## src/rtl/rbd_pkg.sv

```systemverilog
// Package rbd_pkg
// Shared widths, types and the boundary-to-limit conversion for the rank
// boundary decoder. Assumes 8-bit boundary bytes whose two low bits are
// don't-care and whose top bit stands for the full 4 GB.
package rbd_pkg;
    localparam int BND_W = 8;
    localparam int LIM_W = BND_W - 2;   // bits 7:2 of a boundary byte

    typedef logic [BND_W-1:0] bnd_t;
    typedef logic [LIM_W-1:0] lim_t;

    // Limit in 128 MB steps; bit 7 lands on the 4 GB weight.
    function automatic lim_t bnd_to_limit(input bnd_t b);
        return {b[BND_W-1], b[BND_W-2:2]};
    endfunction
endpackage

```

## src/rtl/rbd_regfile.sv

```systemverilog
// Module rbd_regfile
// Holds the cumulative rank boundary bytes for both channels and the
// channel mode bit. Writes land at the clock edge, so a request issued in
// the same cycle still sees the previous contents. Reset clears all
// boundaries to zero and selects stacked mode.
module rbd_regfile
    import rbd_pkg::*;
#(
    parameter int TOTAL = 8,
    localparam int IDX_W = $clog2(TOTAL)
) (
    input  logic                  clk,
    input  logic                  rst_n,
    input  logic                  cfg_we,
    input  logic [IDX_W-1:0]      cfg_idx,
    input  logic [BND_W-1:0]      cfg_data,
    input  logic                  mode_we,
    input  logic                  mode_wdata,
    output logic [TOTAL-1:0][BND_W-1:0] bnd_q,
    output logic                  mode_ilv
);

    // Boundary byte storage with single-byte writes.
    always_ff @(posedge clk) begin
        if (!rst_n) begin
            bnd_q <= '0;
        end else if (cfg_we) begin
            bnd_q[cfg_idx] <= cfg_data;
        end
    end

    // Channel mode bit: 0 stacked, 1 interleaved.
    always_ff @(posedge clk) begin
        if (!rst_n) begin
            mode_ilv <= 1'b0;
        end else if (mode_we) begin
            mode_ilv <= mode_wdata;
        end
    end

    // reset leaves zero boundaries and stacked mode behind.
    a_r9_reset_clears: assert property (@(posedge clk)
        !rst_n |=> (bnd_q == '0 && mode_ilv == 1'b0));

    // a written byte is visible the following cycle.
    a_r8_write_lands: assert property (@(posedge clk) disable iff (!rst_n)
        cfg_we |=> bnd_q[$past(cfg_idx)] == $past(cfg_data));

endmodule

```

## src/rtl/rbd_rank_search.sv

```systemverilog
// Module rbd_rank_search
// Compares a key against an ordered list of cumulative limits and returns
// the first entry whose limit is strictly above the key. Equal neighbouring
// limits (empty ranks) can never be picked. Purely combinational; the clock
// and reset only serve the local assertions.
module rbd_rank_search
    import rbd_pkg::*;
#(
    parameter int N = 4,
    localparam int IDX_W = (N > 1) ? $clog2(N) : 1
) (
    input  logic                  clk,
    input  logic                  rst_n,
    input  logic [N-1:0][LIM_W-1:0] lims,
    input  logic [LIM_W-1:0]      key,
    output logic                  hit,
    output logic [IDX_W-1:0]      idx
);

    logic [N-1:0] above;

    // One comparator per rank.
    for (genvar g = 0; g < N; g++) begin : g_cmp
        assign above[g] = lims[g] > key;
    end

    // Priority pick of the lowest-ordered rank whose limit lies above.
    always_comb begin
        hit = 1'b0;
        idx = '0;
        for (int i = N - 1; i >= 0; i--) begin
            if (above[i]) begin
                hit = 1'b1;
                idx = IDX_W'(i);
            end
        end
    end

    // the chosen rank's limit lies above the key.
    a_r3_hit_above: assert property (@(posedge clk) disable iff (!rst_n)
        hit |-> lims[idx] > key);

    // the rank before the chosen one does not lie above the key.
    a_r4_first_match: assert property (@(posedge clk) disable iff (!rst_n)
        (hit && idx != '0) |-> lims[idx - 1'b1] <= key);

endmodule

```

## src/rtl/rank_boundary_decoder.sv

```systemverilog
// Module rank_boundary_decoder
// Maps a physical request address to channel, rank and an out-of-range
// flag using cumulative boundary bytes. Stacked mode searches all ranks of
// both channels in order; interleaved mode takes the channel from one
// address bit and searches that channel with a doubled unit span.
// Assumes software keeps boundaries non-decreasing and, in interleaved
// mode, equal rank-3 bytes in both channels. Result is one cycle later.
module rank_boundary_decoder
    import rbd_pkg::*;
#(
    parameter int ADDR_W  = 32,
    parameter int RANKS   = 4,
    parameter int ILV_BIT = 6,
    localparam int TOTAL  = 2 * RANKS,
    localparam int IDX_W  = $clog2(TOTAL),
    localparam int RANK_W = $clog2(RANKS)
) (
    input  logic              clk,
    input  logic              rst_n,
    input  logic              cfg_we,
    input  logic [IDX_W-1:0]  cfg_idx,
    input  logic [BND_W-1:0]  cfg_data,
    input  logic              mode_we,
    input  logic              mode_wdata,
    input  logic              req_valid,
    input  logic [ADDR_W-1:0] req_addr,
    output logic              rsp_valid,
    output logic              rsp_chan,
    output logic [RANK_W-1:0] rsp_rank,
    output logic              rsp_oor
);

    localparam int UNIT_LSB = ADDR_W - (LIM_W - 1);   // 128 MB step bit

    logic [TOTAL-1:0][BND_W-1:0] bnd_q;
    logic                        mode_ilv;
    logic [TOTAL-1:0][LIM_W-1:0] lim_all;
    logic [RANKS-1:0][LIM_W-1:0] lim_ch;
    logic [LIM_W-1:0]            key_stk;
    logic [LIM_W-1:0]            key_ilv;
    logic                        stk_hit;
    logic [IDX_W-1:0]            stk_idx;
    logic                        ilv_hit;
    logic [RANK_W-1:0]           ilv_idx;
    logic                        hit_n;
    logic                        chan_n;
    logic [RANK_W-1:0]           rank_n;

    rbd_regfile #(.TOTAL(TOTAL)) u_regs (
        .clk        (clk),
        .rst_n      (rst_n),
        .cfg_we     (cfg_we),
        .cfg_idx    (cfg_idx),
        .cfg_data   (cfg_data),
        .mode_we    (mode_we),
        .mode_wdata (mode_wdata),
        .bnd_q      (bnd_q),
        .mode_ilv   (mode_ilv)
    );

    // Convert each boundary byte to its limit.
    for (genvar g = 0; g < TOTAL; g++) begin : g_lim
        assign lim_all[g] = bnd_to_limit(bnd_q[g]);
    end

    // Interleaved mode searches only the channel chosen by the address bit.
    for (genvar r = 0; r < RANKS; r++) begin : g_chsel
        assign lim_ch[r] = req_addr[ILV_BIT] ? lim_all[RANKS + r] : lim_all[r];
    end

    // Stacked key: 128 MB step; interleaved key: 256 MB step.
    assign key_stk = {1'b0, req_addr[ADDR_W-1:UNIT_LSB]};
    assign key_ilv = {2'b00, req_addr[ADDR_W-1:UNIT_LSB+1]};

    rbd_rank_search #(.N(TOTAL)) u_stk (
        .clk   (clk),
        .rst_n (rst_n),
        .lims  (lim_all),
        .key   (key_stk),
        .hit   (stk_hit),
        .idx   (stk_idx)
    );

    rbd_rank_search #(.N(RANKS)) u_ilv (
        .clk   (clk),
        .rst_n (rst_n),
        .lims  (lim_ch),
        .key   (key_ilv),
        .hit   (ilv_hit),
        .idx   (ilv_idx)
    );

    // Select the result for the active mode and blank it when out of range.
    always_comb begin
        if (mode_ilv) begin
            hit_n  = ilv_hit;
            chan_n = req_addr[ILV_BIT];
            rank_n = ilv_idx;
        end else begin
            hit_n  = stk_hit;
            chan_n = stk_idx[IDX_W-1];
            rank_n = stk_idx[RANK_W-1:0];
        end
        if (!hit_n) begin
            chan_n = 1'b0;
            rank_n = '0;
        end
    end

    // Result strobe follows the request strobe by one cycle.
    always_ff @(posedge clk) begin
        if (!rst_n) begin
            rsp_valid <= 1'b0;
        end else begin
            rsp_valid <= req_valid;
        end
    end

    // Result fields are captured only for a valid request.
    always_ff @(posedge clk) begin
        if (!rst_n) begin
            rsp_chan <= 1'b0;
            rsp_rank <= '0;
            rsp_oor  <= 1'b0;
        end else if (req_valid) begin
            rsp_chan <= chan_n;
            rsp_rank <= rank_n;
            rsp_oor  <= !hit_n;
        end
    end

    // result strobe tracks the request strobe one cycle later.
    a_r1_valid_follows: assert property (@(posedge clk) disable iff (!rst_n)
        req_valid |=> rsp_valid);
    a_r1_valid_drops: assert property (@(posedge clk) disable iff (!rst_n)
        !req_valid |=> !rsp_valid);

    // an out-of-range result carries zero channel and rank.
    a_r6_oor_blank: assert property (@(posedge clk) disable iff (!rst_n)
        (rsp_valid && rsp_oor) |-> (rsp_chan == 1'b0 && rsp_rank == '0));

    // a 4 GB top bit on the last stacked boundary keeps every address in range.
    a_r5_full_top: assert property (@(posedge clk) disable iff (!rst_n)
        (req_valid && !mode_ilv && bnd_q[TOTAL-1][BND_W-1]) |=> !rsp_oor);

    // an interleaved hit reports the channel of the steering address bit.
    a_r7_chan_bit: assert property (@(posedge clk) disable iff (!rst_n)
        (req_valid && mode_ilv && ilv_hit) |=> rsp_chan == $past(req_addr[ILV_BIT]));

endmodule

```

## config.mk

```make
export PLATFORM = sky130hd
export DESIGN_NAME = rank_boundary_decoder
export DESIGN_NICKNAME = d
export VERILOG_FILES = /design/src/rtl/rbd_pkg.sv /design/src/rtl/rbd_regfile.sv /design/src/rtl/rbd_rank_search.sv /design/src/rtl/rank_boundary_decoder.sv
export SDC_FILE = /design/constraint.sdc
export NUM_CORES = 1
export LEC_CHECK = 0
export BUFFER_PORTS_ARGS = -buffer_cell sky130_fd_sc_hd__buf_2
export CAP_MARGIN = 20
export CORE_UTILIZATION = 49
export DETAILED_ROUTE_END_ITERATION = 6
export GPL_ROUTABILITY_DRIVEN = 0
export PLACE_DENSITY_LB_ADDON = 0.12
export SYNTH_ARGS = -nofsm -noshare
export SYNTH_HDL_FRONTEND = slang
export SYNTH_SLANG_ARGS = --single-unit
```

## constraint.sdc

```tcl
create_clock -name clk -period 2.7 [get_ports clk]
set_input_delay 0.135 -clock clk [delete_from_list [all_inputs] [get_ports clk]]
set_output_delay 0.135 -clock clk [all_outputs]
set_load 0.01 [all_outputs]
```

After elaboration in Yosys (flattened, before gate mapping)
Cells that the tools add are included.
- $lt $le $gt $ge: 14
- muxes and demuxes: 36
- reductions and logical operators: 2
- operator list (cell ; count):
    $bwmux W64 ; 1
    $gt A6 B5 Y1 ; 8
    $demux W8 S3 ; 1
    $gt A6 B4 Y1 ; 4
    $mux W3 ; 8
    $mux W6 ; 4
    $mux W1 ; 15
    $mux W2 ; 6
    $mux W8 ; 1
    $lt A3 B4 Y1 const B ; 1
    $ge A3 B1 Y1 const B ; 1
    $logic_and A1 B1 Y1 ; 1
    $logic_not A1 Y1 ; 1
- register bits: 70
- bits of input ports: 49
- logic and storage cells: 65

Depth between registers and ports, before layout
- depth after elaboration: 11
- depth in mapped cells: 11
- gate-level depth less buffers: 9

By module
Synthesis repeated with hierarchy kept, for this count alone.
- cells, all modules: 487
- area, all modules: 4628.2 µm²
- modules (own cells, without submodules) (module ; instances ; cells an instance ; area an instance (µm²) ; seq. area each (µm²)):
    rbd_regfile ; 1 ; 226 ; 2381.0 ; 1301.2
    rbd_rank_search (u_stk) ; 1 ; 140 ; 1158.6 ; 0.0
    rbd_rank_search (u_ilv) ; 1 ; 72 ; 576.8 ; 0.0
    rank_boundary_decoder ; 1 ; 49 ; 511.7 ; 100.1

Worst setup path before layout
OpenSTA, ideal clock, no wires.
- kind: input to register
- start point: input req_addr[6]
- end point: register rsp_rank[0]
- library setup time: 0.119 ns
- data arrival time: 2.476 ns
- data required time: 2.581 ns
- slack: 0.105 ns
- stages on the path: 11
- cell sequence: buf_2 buf_1 mux2_2 ha_1 nand4_1 o2bb2ai_1 a21oi_1 nand2_1 nor4b_2 nor3_2 o221a_1
- word-level cells in the longest chain between the ends: 8
- elaborated cells on any way between the ends: 19
- RTL lines (element ; RTL line ; source):
    from (decl) ; rank_boundary_decoder.sv:26 ; input logic [ADDR_W-1:0] req_addr,
    $mux W6 ; rank_boundary_decoder.sv:68 ; assign lim_ch[r] = req_addr[ILV_BIT] ? lim_all[RANKS + r] : lim_all[r];
    $gt A6 B4 Y1 ; rbd_rank_search.sv:24 ; assign above[g] = lims[g] > key;
    $mux W2 / $mux W1 (equally long branches) (4 in series) ; rbd_rank_search.sv:32 ; if (above[i]) begin
    $mux W2 / $mux W1 (equally long branches) ; rank_boundary_decoder.sv:95 ; if (mode_ilv) begin
    $mux W2 * ; rank_boundary_decoder.sv:104 ; if (!hit_n) begin
    to (signal assigned) ; rank_boundary_decoder.sv:127 ; rsp_rank <= rank_n;
    to (decl) ; rank_boundary_decoder.sv:29 ; output logic [RANK_W-1:0] rsp_rank,
Every way passes the cells marked *; elsewhere a longest branch is shown, timed or not.
A chain may end at the register's enable or synchronous reset.

Worst setup path after layout
- start point: register u_regs.bnd_q[20] (netlist name)
- end point: register rsp_rank[0]
- word-level cells in the longest chain between the ends: 7
- elaborated cells on any way between the ends: 18
- RTL lines (element ; RTL line ; source):
    from (decl) ; rbd_regfile.sv:19 ; output logic [TOTAL-1:0][BND_W-1:0] bnd_q,
    from (signal, indexed assignment) ; rbd_regfile.sv:28 ; bnd_q[cfg_idx] <= cfg_data;
    $mux W6 ; rank_boundary_decoder.sv:68 ;
    $gt A6 B4 Y1 ; rbd_rank_search.sv:24 ;
    $mux W2 / $mux W1 (equally long branches) (3 in series) ; rbd_rank_search.sv:32 ;
    $mux W2 / $mux W1 (equally long branches) ; rank_boundary_decoder.sv:95 ;
    $mux W2 * ; rank_boundary_decoder.sv:104 ;
Marked as above.

==> metrics.md <==
| Metric | Value |
|---|---|
| TritonCTS clock tree | `yes` |
| Worst skew pair latency | `between 0.3 and 0.4 ns` |
| RSZ-0062 raised after global routing | `false` |
| FFs w/ async S/R, synth | `0` |
| Synth top cells by count | `nor2_1, ha_1, dfxtp_1, mux2i_1, inv_1` |
| Setup Skew | `around 0.011 ns` |
| Fin worst setup slack | `0.239 ns` |
| Post-Route WL | `8890 um` |
| Final setup TNS | `0 ns` |
| I/O pin count | `54` |
| First-pass GRT wire length | `14,500 um` |
| Worst-path clk slew | `0.11 ns` |
| Ranking of synthesized cells by area | `dfxtp_1, ha_1, mux2i_1, nor2_1, mux2_2` |
| Post-CTS Resized | `0` |
| Worst Path Required | `about 2.9 ns` |
| DIE AREA | `7770 um^2` |
| Relative slew slack | `0.514` |
| Vias per cell | `5.66` |
| Drt drc | `0` |
| Yosys reg bits | `54` |
| Yosys warnings | `0` |
| Area of the mapped netlist | `3640 um^2` |
| Clock sink total | `between 50 and 60` |
| Post-route minimum period | `2.46 ns` |
| HP Class | `in2reg` |
| TritonCTS Buffers | `5` |
| CP Class | `reg2reg` |
| Die width | `around 88 um` |
| Antenna diodes | `0` |
| Post-route clock period utilization | `0.911` |
| Fill cells | `677` |
| GRT Overall Usage | `0.248` |
| Yosys top cell area share | `0.297` |
| Initial Utilization | `0.504` |
| P per Cell Area | `429 nW/um^2` |
| Syn_nets | `495` |
| Syn Area/Cell | `9.33 um^2` |
| Pin count of the biggest net entering global routing | `20` |
| Synth Flop Type | `dfxtp_1` |
| DR vias | `about 2,900` |
| VDD IR-drop max | `244 uV` |
| Number of port buffers | `25` |
| Fin nets | `520` |
| Area delta synth->final | `10.1%` |
| H-tree Lvls | `2` |
| Drt pass-1 iters | `4` |
| Initial DRC Count | `105` |
| Top-count cell post-synth | `nor2_1` |
| Place WS | `approximately 0.065 ns` |
| Slew Limit Fails | `0` |
| CP max FO | `3` |
| Total of max-cap violations | `0` |
| Setup Fix Bufs, Post-CTS | `0` |
| Slew @ Worst Pin | `roughly 0.73 ns` |
| Core Footprint | `just over 7000 um^2` |
| Cell type with the largest total area after synthesis | `dfxtp_1` |
| Setup violators final | `0` |
| WP data arrival | `2.67 ns` |
| Initial antenna violation count | `0` |
| Avg WL per Cell | `17.3 um` |
| Die extent in y | `88.2 um` |
| Vias in the first global route | `~2,800` |
| Mapped Cells | `390` |
| Synth cell types | `49` |
| Worst Setup End Kind | `register` |
| Rows | `31` |
| GRT overflow | `0` |
| Outcome | `finished, final reports clean` |
| Startpoint class of the critical path | `register` |
| EDFF count, synth | `0` |
| DRT antenna net count | `0` |
| CTS Root Cell | `clkbuf_8` |
| Hold_buf cts | `0` |
| P_leak | `between 1.5 and 2 nW` |
| Final Hold Viols | `0` |
| Fraction of layout instances using a drive strength above 1 | `0.154` |
| Highest clock rate | `406 MHz` |
| Final HPWL from detailed placement | `6590 um` |
| Post-synthesis sequential area ratio | `0.297` |
| CTS Buffer Depth | `2` |
registers in the layout, indices dropped and copies added (netlist names):
signal           flops
rsp_chan             1
rsp_oor              1
rsp_rank             2
rsp_valid            1
u_regs.bnd_q        48
u_regs.mode_ilv      1
cell families (layout without fill, tap and decap cells):
logic type	after synthesis	count (layout)	share of synthesized area
DFF	54	54	0.297
buffers and inverters	33	59	0.0344
AOI/OAI and AO/OA	58	58	0.114
adders and majority gates	56	56	0.193
muxes	65	65	0.183
and+or+nand+nor	124	124	0.179
per-layer routing:
layer	routed length, um	vias to the layer above	GRT usage
met5	0	-	0
met4	191	0	0.0660
met3	267	13	0.0311
met2	3910	61	0.405
met1	4520	1378	0.344
li1	-	1461	-
cells in the final DEF, fill, tap and decap left out, types with 3 or more instances in the layout:
cell and count:
buf_4 10, o21ai_1 3, mux2i_1 53, nor3_1 6
o21ai_0 9, nand4b_1 3, mux2_2 12, nor2b_1 10
and4b_1 4, a31oi_1 5, nor3_2 3, nand2_1 13
clkbuf_8 5, inv_1 15, dfxtp_1 54, nor2_1 63
a211oi_1 3, nand2b_1 4, buf_2 25, a211o_1 5
a21oi_1 11, ha_1 56, a32oi_1 4, nand4_1 4
metrics by stage:
step | hold slack, ns | total power, W | utilization | instance area, um^2 | instances
after floorplan | 0.271 | 0.00107 | - | 3640 | 390
after global placement | 0.373 | 0.00117 | 0.540 | 3900 | 507
after detailed placement | 0.380 | 0.00118 | 0.540 | 3900 | 507
after CTS | 0.0533 | 0.00174 | 0.555 | 4010 | 515
after global routing | 0.0711 | 0.00182 | 0.555 | 4010 | 515
final | 0.0605 | 0.00172 | 0.555 | 4010 | 515
area by class of cell:
type,count,area (um^2),area share
clock buffers,6,72.6,0.0181
repair buffers,35,200,0.0500
inverters,16,60.1,0.0150
well taps,99,124,0.0309
clock inverters,2,37.5,0.00937
multi-input cells,303,2430,0.607
flip-flops and latches,54,1080,0.270
worst paths after layout:
kind	startpoint	cells after the start	slack, ns	to
worst min-delay path	mode_wdata	3	0.06	u_regs.mode_ilv$_SDFFE_PN0P_
worst min register to register	rsp_chan$_SDFFE_PN0P_	1	0.53	rsp_chan$_SDFFE_PN0P_
worst max-delay path	u_regs.bnd_q[20]$_SDFFE_PN0P_	9	0.24	rsp_rank[0]$_SDFFE_PN0P_
worst max register to register	u_regs.bnd_q[20]$_SDFFE_PN0P_	9	0.24	rsp_rank[0]$_SDFFE_PN0P_
critical path: stages (launching register included):
cell      delay [ns]
dfxtp_1         0.35
mux2_2          0.27
ha_1            0.31
a211oi_1        0.25
nand2_1         0.08
a21oi_1         0.21
nand2_1         0.16
nor4b_2         0.37
nor3_2          0.10
o221a_1         0.25
where the power goes:
part	leakage (nW)	internal [W]	switching, W
logic	1.43	0.000138	0.000185
clock network	0.0514	0.000277	0.000284
registers	0.438	0.000819	0.0000175
total	1.92	0.00123	0.000487
Power figures use the tool's default switching activity.
